## config.mk

```make
export PLATFORM = sky130hd
export DESIGN_NAME = keyed_wdog
export DESIGN_NICKNAME = d
export VERILOG_FILES = /design/src/rtl/wdog_pkg.sv /design/src/rtl/wdog_ctrl_reg.sv /design/src/rtl/wdog_key_seq.sv /design/src/rtl/wdog_counter.sv /design/src/rtl/keyed_wdog.sv
export SDC_FILE = /design/constraint.sdc
export NUM_CORES = 1
export LEC_CHECK = 0
export ABC_AREA = 1
export ABC_CLOCK_PERIOD_IN_PS = 3400
export BUFFER_PORTS_ARGS = -buffer_cell sky130_fd_sc_hd__buf_2
export CORE_MARGIN = 8
export CORE_UTILIZATION = 59
export DETAILED_ROUTE_END_ITERATION = 12
export PLACE_DENSITY = 0.85
export SYNTH_ARGS = -nofsm -noshare
export SYNTH_HDL_FRONTEND = slang
export SYNTH_HIERARCHICAL = 1
export SYNTH_SLANG_ARGS = --single-unit
```

## constraint.sdc

```tcl
create_clock -name clk -period 3.4 [get_ports clk]
set_clock_uncertainty 0.15 [all_clocks]
set_input_delay 0.17 -clock clk [delete_from_list [all_inputs] [get_ports clk]]
set_output_delay 0.17 -clock clk [all_outputs]
set_load 0.03 [all_outputs]
```

## src/rtl/wdog_pkg.sv

```systemverilog
package wdog_pkg;
  // word addresses
  localparam int unsigned OFS_CTRL = 0;
  localparam int unsigned OFS_SVC  = 2;
  localparam int unsigned OFS_STAT = 4;

  // service keys, in required order
  localparam logic [15:0] KEY_FIRST  = 16'h5555;
  localparam logic [15:0] KEY_SECOND = 16'hAAAA;

  // control field positions
  localparam int unsigned CF_TO_LSB = 8;
  localparam int unsigned CF_BLOCK  = 3;
  localparam int unsigned CF_RUN    = 2;
  localparam int unsigned CF_HOLD   = 0;

  // status field position
  localparam int unsigned SF_TOUT = 1;

  typedef enum logic {SEQ_WAIT_FIRST, SEQ_WAIT_SECOND} seq_state_t;
endpackage

```

## src/rtl/wdog_ctrl_reg.sv

```systemverilog
module wdog_ctrl_reg
  import wdog_pkg::*;
#(
  parameter int unsigned DATA_W = 16,
  parameter int unsigned TO_W   = 8
) (
  input  logic              clk,
  input  logic              srst_n,
  input  logic              wr,
  input  logic [DATA_W-1:0] wdata,
  output logic [TO_W-1:0]   to_val,
  output logic              blk,
  output logic              run,
  output logic              hold,
  output logic              hold_lock,
  output logic              run_start
);
  // stopped timer being started by this write
  assign run_start = wr & ~run & wdata[CF_RUN];

  always_ff @(posedge clk) begin
    if (!srst_n) begin
      to_val    <= '0;
      blk       <= 1'b0;
      run       <= 1'b0;
      hold      <= 1'b0;
      hold_lock <= 1'b0;
    end else if (wr) begin
      to_val    <= wdata[CF_TO_LSB +: TO_W];
      blk       <= wdata[CF_BLOCK];
      run       <= run | wdata[CF_RUN];
      if (!hold_lock) hold <= wdata[CF_HOLD];
      hold_lock <= 1'b1;
    end
  end
endmodule

```

## src/rtl/wdog_key_seq.sv

```systemverilog
module wdog_key_seq
  import wdog_pkg::*;
#(
  parameter int unsigned DATA_W = 16
) (
  input  logic              clk,
  input  logic              srst_n,
  input  logic              wr,
  input  logic [DATA_W-1:0] wdata,
  output logic              reload
);
  seq_state_t state;

  assign reload = wr && (state == SEQ_WAIT_SECOND) && (wdata == DATA_W'(KEY_SECOND));

  always_ff @(posedge clk) begin
    if (!srst_n) begin
      state <= SEQ_WAIT_FIRST;
    end else if (wr) begin
      // any word but the first key (including a completed pair) restarts
      state <= (wdata == DATA_W'(KEY_FIRST)) ? SEQ_WAIT_SECOND : SEQ_WAIT_FIRST;
    end
  end
endmodule

```

## src/rtl/wdog_counter.sv

```systemverilog
module wdog_counter #(
  parameter int unsigned CNT_W     = 8,
  parameter int unsigned PULSE_CYC = 4
) (
  input  logic             clk,
  input  logic             srst_n,
  input  logic             load,
  input  logic [CNT_W-1:0] load_val,
  input  logic [CNT_W-1:0] reload_val,
  input  logic             run,
  input  logic             tick,
  input  logic             hold,
  input  logic             blk,
  output logic [CNT_W-1:0] cnt,
  output logic             req_start,
  output logic             rst_req
);
  localparam int unsigned PW = $clog2(PULSE_CYC + 1);

  logic [PW-1:0] pulse_left;
  logic          step;
  logic          expire;

  assign step      = run && tick && !hold && !load;
  assign expire    = step && (cnt == '0);
  assign req_start = expire && !blk;
  assign rst_req   = (pulse_left != '0);

  always_ff @(posedge clk) begin
    if (!srst_n) begin
      cnt <= '0;
    end else if (load) begin
      cnt <= load_val;
    end else if (expire) begin
      cnt <= reload_val;
    end else if (step) begin
      cnt <= cnt - 1'b1;
    end
  end

  always_ff @(posedge clk) begin
    if (!srst_n) begin
      pulse_left <= '0;
    end else if (req_start) begin
      pulse_left <= PW'(PULSE_CYC);
    end else if (pulse_left != '0) begin
      pulse_left <= pulse_left - 1'b1;
    end
  end
endmodule

```

## src/rtl/keyed_wdog.sv

```systemverilog
module keyed_wdog
  import wdog_pkg::*;
#(
  parameter int unsigned DATA_W    = 16,
  parameter int unsigned ADDR_W    = 3,
  parameter int unsigned RST_PULSE = 4
) (
  input  logic              clk,
  input  logic              rst_n,
  input  logic              por_n,
  input  logic [ADDR_W-1:0] reg_addr,
  input  logic              reg_wr,
  input  logic              reg_rd,
  input  logic [DATA_W-1:0] reg_wdata,
  output logic [DATA_W-1:0] reg_rdata,
  input  logic              tick_half,
  input  logic              lp_mode,
  output logic              rst_req
);
  localparam int unsigned TO_W = DATA_W - CF_TO_LSB;

  logic              srst_n;
  logic              wr_ctrl, wr_svc;
  logic [TO_W-1:0]   to_val;
  logic              blk, run, hold, hold_lock, run_start;
  logic              svc_reload;
  logic              load;
  logic [TO_W-1:0]   load_val;
  logic [TO_W-1:0]   cnt;
  logic              req_start;
  logic              tout_flag;
  logic [DATA_W-1:0] ctrl_view, stat_view;

  assign srst_n  = rst_n & por_n;
  assign wr_ctrl = reg_wr && (reg_addr == ADDR_W'(OFS_CTRL));
  assign wr_svc  = reg_wr && (reg_addr == ADDR_W'(OFS_SVC));

  wdog_ctrl_reg #(.DATA_W(DATA_W), .TO_W(TO_W)) u_ctrl (
    .clk(clk), .srst_n(srst_n), .wr(wr_ctrl), .wdata(reg_wdata),
    .to_val(to_val), .blk(blk), .run(run), .hold(hold),
    .hold_lock(hold_lock), .run_start(run_start)
  );

  wdog_key_seq #(.DATA_W(DATA_W)) u_keys (
    .clk(clk), .srst_n(srst_n), .wr(wr_svc), .wdata(reg_wdata),
    .reload(svc_reload)
  );

  assign load     = run_start | svc_reload;
  assign load_val = run_start ? reg_wdata[CF_TO_LSB +: TO_W] : to_val;

  wdog_counter #(.CNT_W(TO_W), .PULSE_CYC(RST_PULSE)) u_cnt (
    .clk(clk), .srst_n(srst_n), .load(load), .load_val(load_val),
    .reload_val(to_val), .run(run), .tick(tick_half),
    .hold(hold & lp_mode), .blk(blk), .cnt(cnt),
    .req_start(req_start), .rst_req(rst_req)
  );

  // timeout flag survives the system reset
  always_ff @(posedge clk) begin
    if (!por_n)         tout_flag <= 1'b0;
    else if (req_start) tout_flag <= 1'b1;
  end

  always_comb begin
    ctrl_view                        = '0;
    ctrl_view[CF_TO_LSB +: TO_W]     = to_val;
    ctrl_view[CF_BLOCK]              = blk;
    ctrl_view[CF_RUN]                = run;
    ctrl_view[CF_HOLD]               = hold;
    stat_view                        = '0;
    stat_view[SF_TOUT]               = tout_flag;
  end

  always_ff @(posedge clk) begin
    if (!srst_n) begin
      reg_rdata <= '0;
    end else if (reg_rd) begin
      if (reg_addr == ADDR_W'(OFS_CTRL))      reg_rdata <= ctrl_view;
      else if (reg_addr == ADDR_W'(OFS_STAT)) reg_rdata <= stat_view;
      else                                    reg_rdata <= '0;
    end
  end
endmodule

```

# After elaboration in Yosys (flattened, before gate mapping)
# Index checks and enable logic that the tools add are counted.
dict set report totals {
  regBits 41
  output_inout_bits 17
  wordCells 54
}
dict set report op_classes {
  addsub 2
  eq_ne 4
  n_mux 9
  bitwise 9
  n_reduce_logical 19
}
# op n
set op_table {}
lappend op_table {{$mux 8} 4}
lappend op_table {{$eq 16x15->1 const B} 1}
lappend op_table {{$eq 16x16->1 const B} 1}
lappend op_table {{$mux 16} 1}
lappend op_table {{$logic_and 1x1->1} 9}
lappend op_table {{$logic_not 8->1} 1}
lappend op_table {{$sub 8x1->8 const B} 1}
lappend op_table {{$mux 3} 2}
lappend op_table {{$reduce_bool 3->1} 2}
lappend op_table {{$and 1x1->1} 4}
lappend op_table {{$eq 3x2->1 const B} 1}
lappend op_table {{$eq 3x3->1 const B} 1}
lappend op_table {{$logic_not 1->1} 3}
lappend op_table {{$logic_not 3->1} 1}
lappend op_table {{$not 1->1} 3}
lappend op_table {{$sub 3x1->3 const B} 1}
lappend op_table {{$mux 2} 1}
lappend op_table {{$or 1x1->1} 2}
lappend op_table {{$reduce_and 2->1} 1}
lappend op_table {{$reduce_bool 2->1} 1}
lappend op_table {{$reduce_or 2->1} 1}
lappend op_table {{$mux 1} 1}

# Logic depth before layout (Yosys ltp)
# Gate-level depths: netlist of the first run.
dict set report depth {
  ltp_word 10
  ltp_mapped 17
  mapped_depth_nobuf 16
}

# Hierarchy
# The synthesis of the first run kept the hierarchy.
# mod n_inst cells_each area_per_inst_um2
set modules_own_cells {}
lappend modules_own_cells {wdog_counter 1 146 919.6}
lappend modules_own_cells {keyed_wdog 1 96 678.2}
lappend modules_own_cells {wdog_ctrl_reg 1 54 425.4}
lappend modules_own_cells {wdog_key_seq 1 35 168.9}

# Least setup slack after synthesis of the first run
# No wires, ideal clock.
dict set report synth_timing {
  path_type {input to register}
  startpoint {in reg_addr[2]}
  endpoint {reg u_cnt.cnt[4]}
  t_arrival_ns 1.922
  path_slack_ns 1.258
  path_stages 15
  path_cell_list {inv_2 nand2_1 nor3_1 buf_6 nand2_2 nor2_1 buf_2 or2_1 inv_2 nand2_1 inv_1 buf_2 nor2_1 nand2_1 a21oi_1}
}
dict set report synth_between {
  elab_chain_cells 10
  word_cells_on_any_way 16
}
# item line
set synth_lines {}
lappend synth_lines {{start: declaration} keyed_wdog.sv:11} ;# input logic [ADDR_W-1:0] reg_addr,
lappend synth_lines {{$logic_not 3->1 (*)} keyed_wdog.sv:35} ;# assign wr_ctrl = reg_wr && (reg_addr == ADDR_W'(OFS_CTRL));
lappend synth_lines {{$logic_and 1x1->1 (*)} keyed_wdog.sv:35}
lappend synth_lines {{via wr_ctrl} keyed_wdog.sv:23} ;# logic wr_ctrl, wr_svc;
lappend synth_lines {{$and 1x1->1 (*) (2 in a row)} wdog_ctrl_reg.sv:19} ;# assign run_start = wr & ~run & wdata[CF_RUN];
lappend synth_lines {{via run_start} keyed_wdog.sv:25} ;# logic blk, run, hold, hold_lock, run_start;
lappend synth_lines {{$or 1x1->1 (*)} keyed_wdog.sv:49} ;# assign load = run_start | svc_reload;
lappend synth_lines {{via load} keyed_wdog.sv:27} ;# logic load;
lappend synth_lines {{$logic_not 1->1} wdog_counter.sv:24} ;# assign step = run && tick && !hold && !load;
lappend synth_lines {{$logic_and 1x1->1} wdog_counter.sv:24}
lappend synth_lines {{$logic_and 1x1->1} wdog_counter.sv:25} ;# assign expire = step && (cnt == '0);
lappend synth_lines {{$mux 8} wdog_counter.sv:34} ;# end else if (expire) begin
lappend synth_lines {{$mux 8} wdog_counter.sv:32} ;# end else if (load) begin
lappend synth_lines {{end signal: assignment} wdog_counter.sv:33} ;# cnt <= load_val;
lappend synth_lines {{end signal: assignment} wdog_counter.sv:35} ;# cnt <= reload_val;
lappend synth_lines {{end signal: assignment} wdog_counter.sv:37} ;# cnt <= cnt - 1'b1;
lappend synth_lines {{end: declaration} wdog_counter.sv:14} ;# output logic [CNT_W-1:0] cnt,
# The timed path passes the listed nets; every way through them passes the cells marked *.
# A chain may end at the register's enable or synchronous reset.

# Worst setup path after layout of the first run
dict set report layout_timing {
  startpoint {in reg_wdata[8]}
  endpoint {reg u_cnt.cnt[3]}
}
dict set report layout_between {
  elab_chain_cells 8
  word_cells_on_any_way 9
}
# item line
set layout_lines {}
lappend layout_lines {{start: declaration} keyed_wdog.sv:14} ;# input logic [DATA_W-1:0] reg_wdata,
lappend layout_lines {{$eq 16x16->1 (*)} wdog_key_seq.sv:14} ;# assign reload = wr && (state == SEQ_WAIT_SECOND) && (wdata == DATA_W'(KEY_SECOND));
lappend layout_lines {{$logic_and 1x1->1 (*)} wdog_key_seq.sv:14}
lappend layout_lines {{via svc_reload} keyed_wdog.sv:26} ;# logic svc_reload;
lappend layout_lines {{$or 1x1->1 (*)} keyed_wdog.sv:49}
lappend layout_lines {{via load} keyed_wdog.sv:27}
lappend layout_lines {{$logic_not 1->1} wdog_counter.sv:24}
lappend layout_lines {{$logic_and 1x1->1} wdog_counter.sv:24}
lappend layout_lines {{$logic_and 1x1->1} wdog_counter.sv:25}
lappend layout_lines {{$mux 8} wdog_counter.sv:34}
lappend layout_lines {{$mux 8} wdog_counter.sv:32}
# Marked as above.

==> results of run 1 <==
## registers in the layout (all words and copies together) (netlist names)
name,cells
reg_rdata,12
tout_flag,1
u_cnt/cnt,8
u_cnt/pulse_left,3
u_ctrl/blk,1
u_ctrl/hold,1
u_ctrl/hold_lock,1
u_ctrl/run,1
u_ctrl/to_val,8
u_keys/state,1
## synthesized netlist by cell type
cell      instances
a21oi_1          28
a21oi_2           2
buf_2             6
buf_4             5
buf_6             3
conb_1            1
dfxtp_1          37
ha_1              5
inv_1            31
inv_2             5
nand2_1          68
nand2_2           1
nand2_4           2
nand3_1          29
nand3_2           2
nand3_4           1
nand3b_1          2
nand4_1           5
nor2_1           54
nor2_2            3
nor2_4            2
nor2_8            1
nor3_1            3
nor3b_2           1
nor4_1            1
o21a_1            1
o21ai_0          19
o21ai_1           9
or2_1             1
xnor2_1           1
xor2_1            2
## final cells by class
class | count | area share (%)
Timing Repair Buffer | 42 | 9.10
Inverter | 36 | 5.46
Clock inverter | 3 | 0.708
Sequential cell | 37 | 29.9
Clock buffer | 5 | 2.78
Multi-Input combinational cell | 247 | 49.6
Tap cell | 48 | 2.43
## worst reg2reg max path, delay by kind of cell (launching register included)
kind	cells	cell delay, ns
simple gates	7	1.01
buf+inv	2	0.41
compound gates	2	0.19
flops	1	0.44
## per-stage QoR
stage / hold slack [ns] / std cells / utilization [%]
floorplan: 0.138 / 334 / -
global placement: 0.237 / 408 / 65.6
detailed placement: 0.252 / 408 / 65.6
CTS: 0.000856 / 418 / 68.6
global route: 0.0191 / 418 / 68.6
finish: -0.000890 / 418 / 68.6
## power breakdown
group,switching (µW),internal [µW],leakage [µW],total [µW]
clock network,159,141,0.0000439,301
registers,6.74,443,0.000300,450
logic,86.2,44.1,0.000851,130
total,252,628,0.00119,881
## metal layers
| layer | vias to the layer above | track usage [%] | routed length, µm |
|---|---|---|---|
| met3 | 9 | 4.43 | 297 |
| met1 | 970 | 20.8 | 2300 |
| li1 | 1137 | - | - |
| met2 | 61 | 31.4 | 2570 |
| met5 | - | 0 | 0 |
| met4 | 0 | 5.00 | 85 |
## path summary, 6_finish.rpt
path	to	slack, ns
worst max-delay path	u_cnt/cnt[3]	1.0
worst min-delay path	u_ctrl/run	-0.0009
worst max register to register	u_cnt/cnt[3]	1.09
worst min register to register	u_cnt/cnt[0]	0.32
## cells by family after synthesis
family / Yosys count / share of synthesized area, %
AO/OA/AOI/OAI: 59 / 13.9
XOR/XNOR: 3 / 1.20
adder cells (fa/ha/maj): 5 / 2.85
buffers and inverters: 50 / 10.8
flip-flops: 37 / 33.8
other: 1 / 0.171
AND/OR/NAND/NOR: 176 / 37.3
## timing repair
item                                   CTS  global route
gates resized for setup                  0             0
endpoints found under the hold margin    2             0
hold buffers                             2             0
==> impl_metrics.tcl, run 1 <==
set metrics [dict create \
    syn_to_final_growth_pct 12.8 \
    cts_buffers 5 \
    fill_cells 332 \
    yosys.area.top_type "dfxtp_1" \
    place_area_um2 2370 \
    reg2reg_from "u_ctrl/run" \
    cap_violations 0 \
    htreeDepth 2 \
    dp_hpwl_mm 3.91 \
    clockBufferDepth 2 \
    min_path_type "primary input to flip-flop" \
    setup_violations 0 \
    drt-pass1-iter-count 5 \
    drt_iter0_markers 118 \
    violations "hold timing" \
    grt_pass1_vias 2105 \
    worstPathArrival_ns 2.43 \
    clk_pin_slew_ns 0.07 \
    finalPower_uw 881 \
    fin_area_um2 2470 \
    cp.depth 15 \
    max_freq_mhz 416 \
    grt_max_degree 29 \
    cp-end-kind "flip-flop" \
    synth_top_area_share_pct 33.8 \
    cts_root_buf "clkbuf_8" \
    gp_congestion 0.880 \
    ant_nets 0 \
    multi_input_area_um2 1230 \
    synth_area_leaders "dfxtp_1, nand2_1, nor2_1, nand3_1, a21oi_1" \
    slew_violations 0 \
    die_y_um 77.0 \
    ys_ff_latch 37 \
    outcome "finished with violations" \
    cts_tree "built" \
    cts_setup_buffers 0 \
    hold_ws_ns -0.000890 \
    drt-total-wl_mm 5.25 \
    via_per_inst 5.21 \
    peakVddDrop_mv 0.314 \
    startpoint "reg_wdata[8]" \
    routedWlPerCell_um 12.6 \
    die_w_um 77.0 \
    antenna_found_initial 0 \
    start_kind "primary input" \
    vias 2177 \
    crit_buf_inv 4 \
    final.setup.worst_slack_ns 0.997 \
    num_antenna_cells 0 \
    worstPathRequired_ns 3.43 \
    final_common_cell "nand2_1" \
    grt_overflow_total 0 \
    holdPathStages 3 \
    post-route-period-util_pct 70.7 \
    r2r_cells 11 \
    regArea_um2 741 \
    cp_slowest_stage_delay_ns 0.53 \
    syn_avg_cell_area_um2 6.62 \
    clock_sinks 37 \
    synth.cell_area_um2 2190 \
    cp_slowest_cell "dlygate4sd3_1" \
    hold_viol 1 \
    grt_pass1_wl_mm 9.04 \
    clk_latency_ns 0.29 \
    pin_count 43 \
    worst-setup-path-type "primary input to flip-flop" \
    core-area_um2 3610 \
    path_cells "dlygate4sd3_1 -> buf_2 -> inv_1 -> nand4_1 -> nand3b_1 -> nor2_1 -> or2_1 -> inv_2 -> nand3_2 -> nor2_4 -> nand2_4 -> o21ai_0 -> nand3_1 -> nand2_1 -> a21oi_1" \
    dieArea_um2 5920 \
    period_minus_slack_ns 2.40 \
    rsz0062_at_grt "false" \
    drive_above_1_share_pct 18.4 \
    path_delay_family "simple AND/OR/NAND/NOR gates" \
    ys_types 31 \
    place_ws_ns 0.969 \
    crit_path_max_fanout 17 \
    syn_inst 331 \
    drc 0 \
    start_util_pct 60.8 \
    num_rows 22 \
    track_usage_pct 17.9 \
    portBuffers 38 \
    power.density_nw_per_um2 356 \
    finalSetupTns_ns 0 \
    power.leakage_uw 0.00119 \
    hold_path_startpoint "reg_wdata[2]" \
    final_nets 400 \
    yosysWarnings 6 \
    final_cell_mix "nand2_1, nor2_1, buf_2, dfxtp_1, inv_1" \
    yosysSeqAreaShare_pct 33.8 \
]
Power figures use the tool's default switching activity.
==> run 2, diff against run 1 <==
- ABC_CLOCK_PERIOD_IN_PS: 3400 -> 2260
- CORE_UTILIZATION: 59 -> 55
- PLACE_DENSITY: 0.85 -> 0.8
- clock period: 3.4 -> 2.26 ns (I/O delays scaled with it)
==> impl_metrics.tcl, run 2 (synthesis results as in run 1) <==
set metrics [dict create \
    drt-pass1-iter-count 5 \
    p_comb_share_pct 16.7 \
    gp_congestion 0.863 \
    post-route-period-util_pct 94.8 \
    grt_pass1_vias 2036 \
    r2r_cells 12 \
    via_per_inst 5.24 \
    core-area_um2 3910 \
    clockBufferDepth 2 \
    clkPwrFrac_pct 31.9 \
    dieArea_um2 6260 \
    antenna_found_initial 0 \
    cp-end-kind "flip-flop" \
    num_rows 23 \
    ant_nets 0 \
    p_seq_share_pct 51.4 \
    hold_viol 0 \
    p_sw_uw 364 \
    power.density_nw_per_um2 495 \
    cts_tree "built" \
    die_w_um 79.1 \
    portBuffers 38 \
    crit_path_max_fanout 17 \
    ff2ff_setup_slack_ns 0.31 \
    instances_no_fill 438 \
    vias 2297 \
    max_freq_mhz 467 \
    largest_register_ffs 12 \
    switching_share_pct 27.7 \
    start_util_pct 56.0 \
    power.leakage_uw 0.00128 \
    cp.depth 14 \
    final_common_cell "nand2_1" \
    clk_latency_ns 0.29 \
    crit_buf_inv 3 \
    cts_buffers 5 \
    track_usage_pct 17.7 \
    clock_sinks 37 \
    setup_violations 0 \
    worstPathArrival_ns 2.16 \
    outcome "completed" \
    top_regs "reg_rdata (12), u_cnt/cnt (8), u_ctrl/to_val (8)" \
    top_register "reg_rdata" \
    final.setup.worst_slack_ns 0.118 \
    path_cells "dlygate4sd3_1 -> buf_2 -> nor3_1 -> nand3b_1 -> nor2_1 -> or2_4 -> inv_8 -> nand3_2 -> nor2_4 -> nand2_4 -> o21ai_0 -> nand3_1 -> nand2_1 -> a21oi_1" \
    rsz0062_at_grt "false" \
    final_cell_mix "nand2_1, nor2_1, buf_2, dfxtp_1, inv_1" \
    num_antenna_cells 0 \
    place_ws_ns 0.0922 \
    drt_iter0_markers 128 \
    grt_max_degree 29 \
    dp_hpwl_mm 3.90 \
    peakVddDrop_mv 0.445 \
    cp_slowest_cell "dlygate4sd3_1" \
    start_kind "primary input" \
    clk_pin_slew_ns 0.07 \
    die_y_um 79.1 \
    slew_violations 0 \
    worstPathRequired_ns 2.28 \
    finalSetupTns_ns 0 \
    period_minus_slack_ns 2.14 \
    drive_above_1_share_pct 19.8 \
    grt_pass1_wl_mm 9.04 \
    cts_root_buf "clkbuf_8" \
    drc 0 \
    worst-setup-path-type "primary input to flip-flop" \
    syn_to_final_growth_pct 21.3 \
    cap_violations 0 \
    holdPathStages 5 \
    drt-total-wl_mm 5.67 \
    grt_overflow_total 0 \
    routedWlPerCell_um 12.9 \
    pin_count 43 \
    p_int_uw 952 \
    dp_cells 412 \
    min_path_type "primary input to flip-flop" \
    path_delay_family "simple AND/OR/NAND/NOR gates" \
    final_nets 420 \
    htreeDepth 2 \
    cp_slowest_stage_delay_ns 0.54 \
]
-- run 2: cell types whose count changed in the layout (fill, tap and decap cells not counted), sizes merged --
cell         before  now
dlygate4sd3       2   14
clkinv            2    1
inv              36   35
buf              40   48
-- run 2: timing repair --
item	4_1_cts	5_1_grt
endpoints found under the setup margin	0	8
setup buffers	0	6
gates resized for setup	0	6
endpoints found under the hold margin	13	0
hold buffers	14	0
-- run 2: final cells by class --
| cell class | count | area, µm² |
|---|---|---|
| Clock buffer | 5 | 68.8 |
| Clock inverter | 1 | 5.00 |
| Fill cell | 355 | 1250 |
| Inverter | 36 | 146 |
| Multi-Input combinational cell | 247 | 1230 |
| Sequential cell | 37 | 741 |
| Tap cell | 50 | 62.6 |
| Timing Repair Buffer | 62 | 403 |
-- run 2: path summary, 6_finish.rpt --
path,start,to
worst max-delay path,reg_wdata[14],u_cnt/cnt[3]
worst min-delay path,reg_wdata[0],u_ctrl/hold
worst max register to register,u_keys/state,u_cnt/cnt[3]
worst min register to register,tout_flag,tout_flag
-- run 2: worst reg2reg max path: stages, from the launching register on --
cell	delay (ns)
dfxtp_1	0.32
nand4_1	0.06
nand3b_1	0.10
nor2_1	0.05
or2_4	0.26
inv_8	0.11
nand3_2	0.10
nor2_4	0.23
nand2_4	0.13
o21ai_0	0.11
nand3_1	0.10
nand2_1	0.07
a21oi_1	0.06
-- run 2: power groups by stage --
stage                     combinational (µW)  clock, µW  sequential (µW)
after floorplan                          131          0              702
after global placement                   192          0              691
after detailed placement                 193          0              692
after CTS                                211        429              677
after global routing                     246        455              679
final                                    220        419              677
-- run 2: per-stage QoR --
stage | util, % | hold slack [ns] | area [µm²] | power [µW]
2_1_floorplan | - | 0.0805 | 2200 | 833
3_3_place_gp | 60.9 | 0.183 | 2380 | 883
3_5_place_dp | 60.9 | 0.195 | 2380 | 885
4_1_cts | 66.4 | 0.0315 | 2600 | 1320
5_1_grt | 68.0 | 0.0660 | 2660 | 1380
6_report | 68.0 | 0.0313 | 2660 | 1320
-- run 2: layer usage --
metal	track usage, %	wire, µm
met1	20.2	2420
met2	30.9	2770
met3	4.40	334
met4	6.48	148
met5	0	0
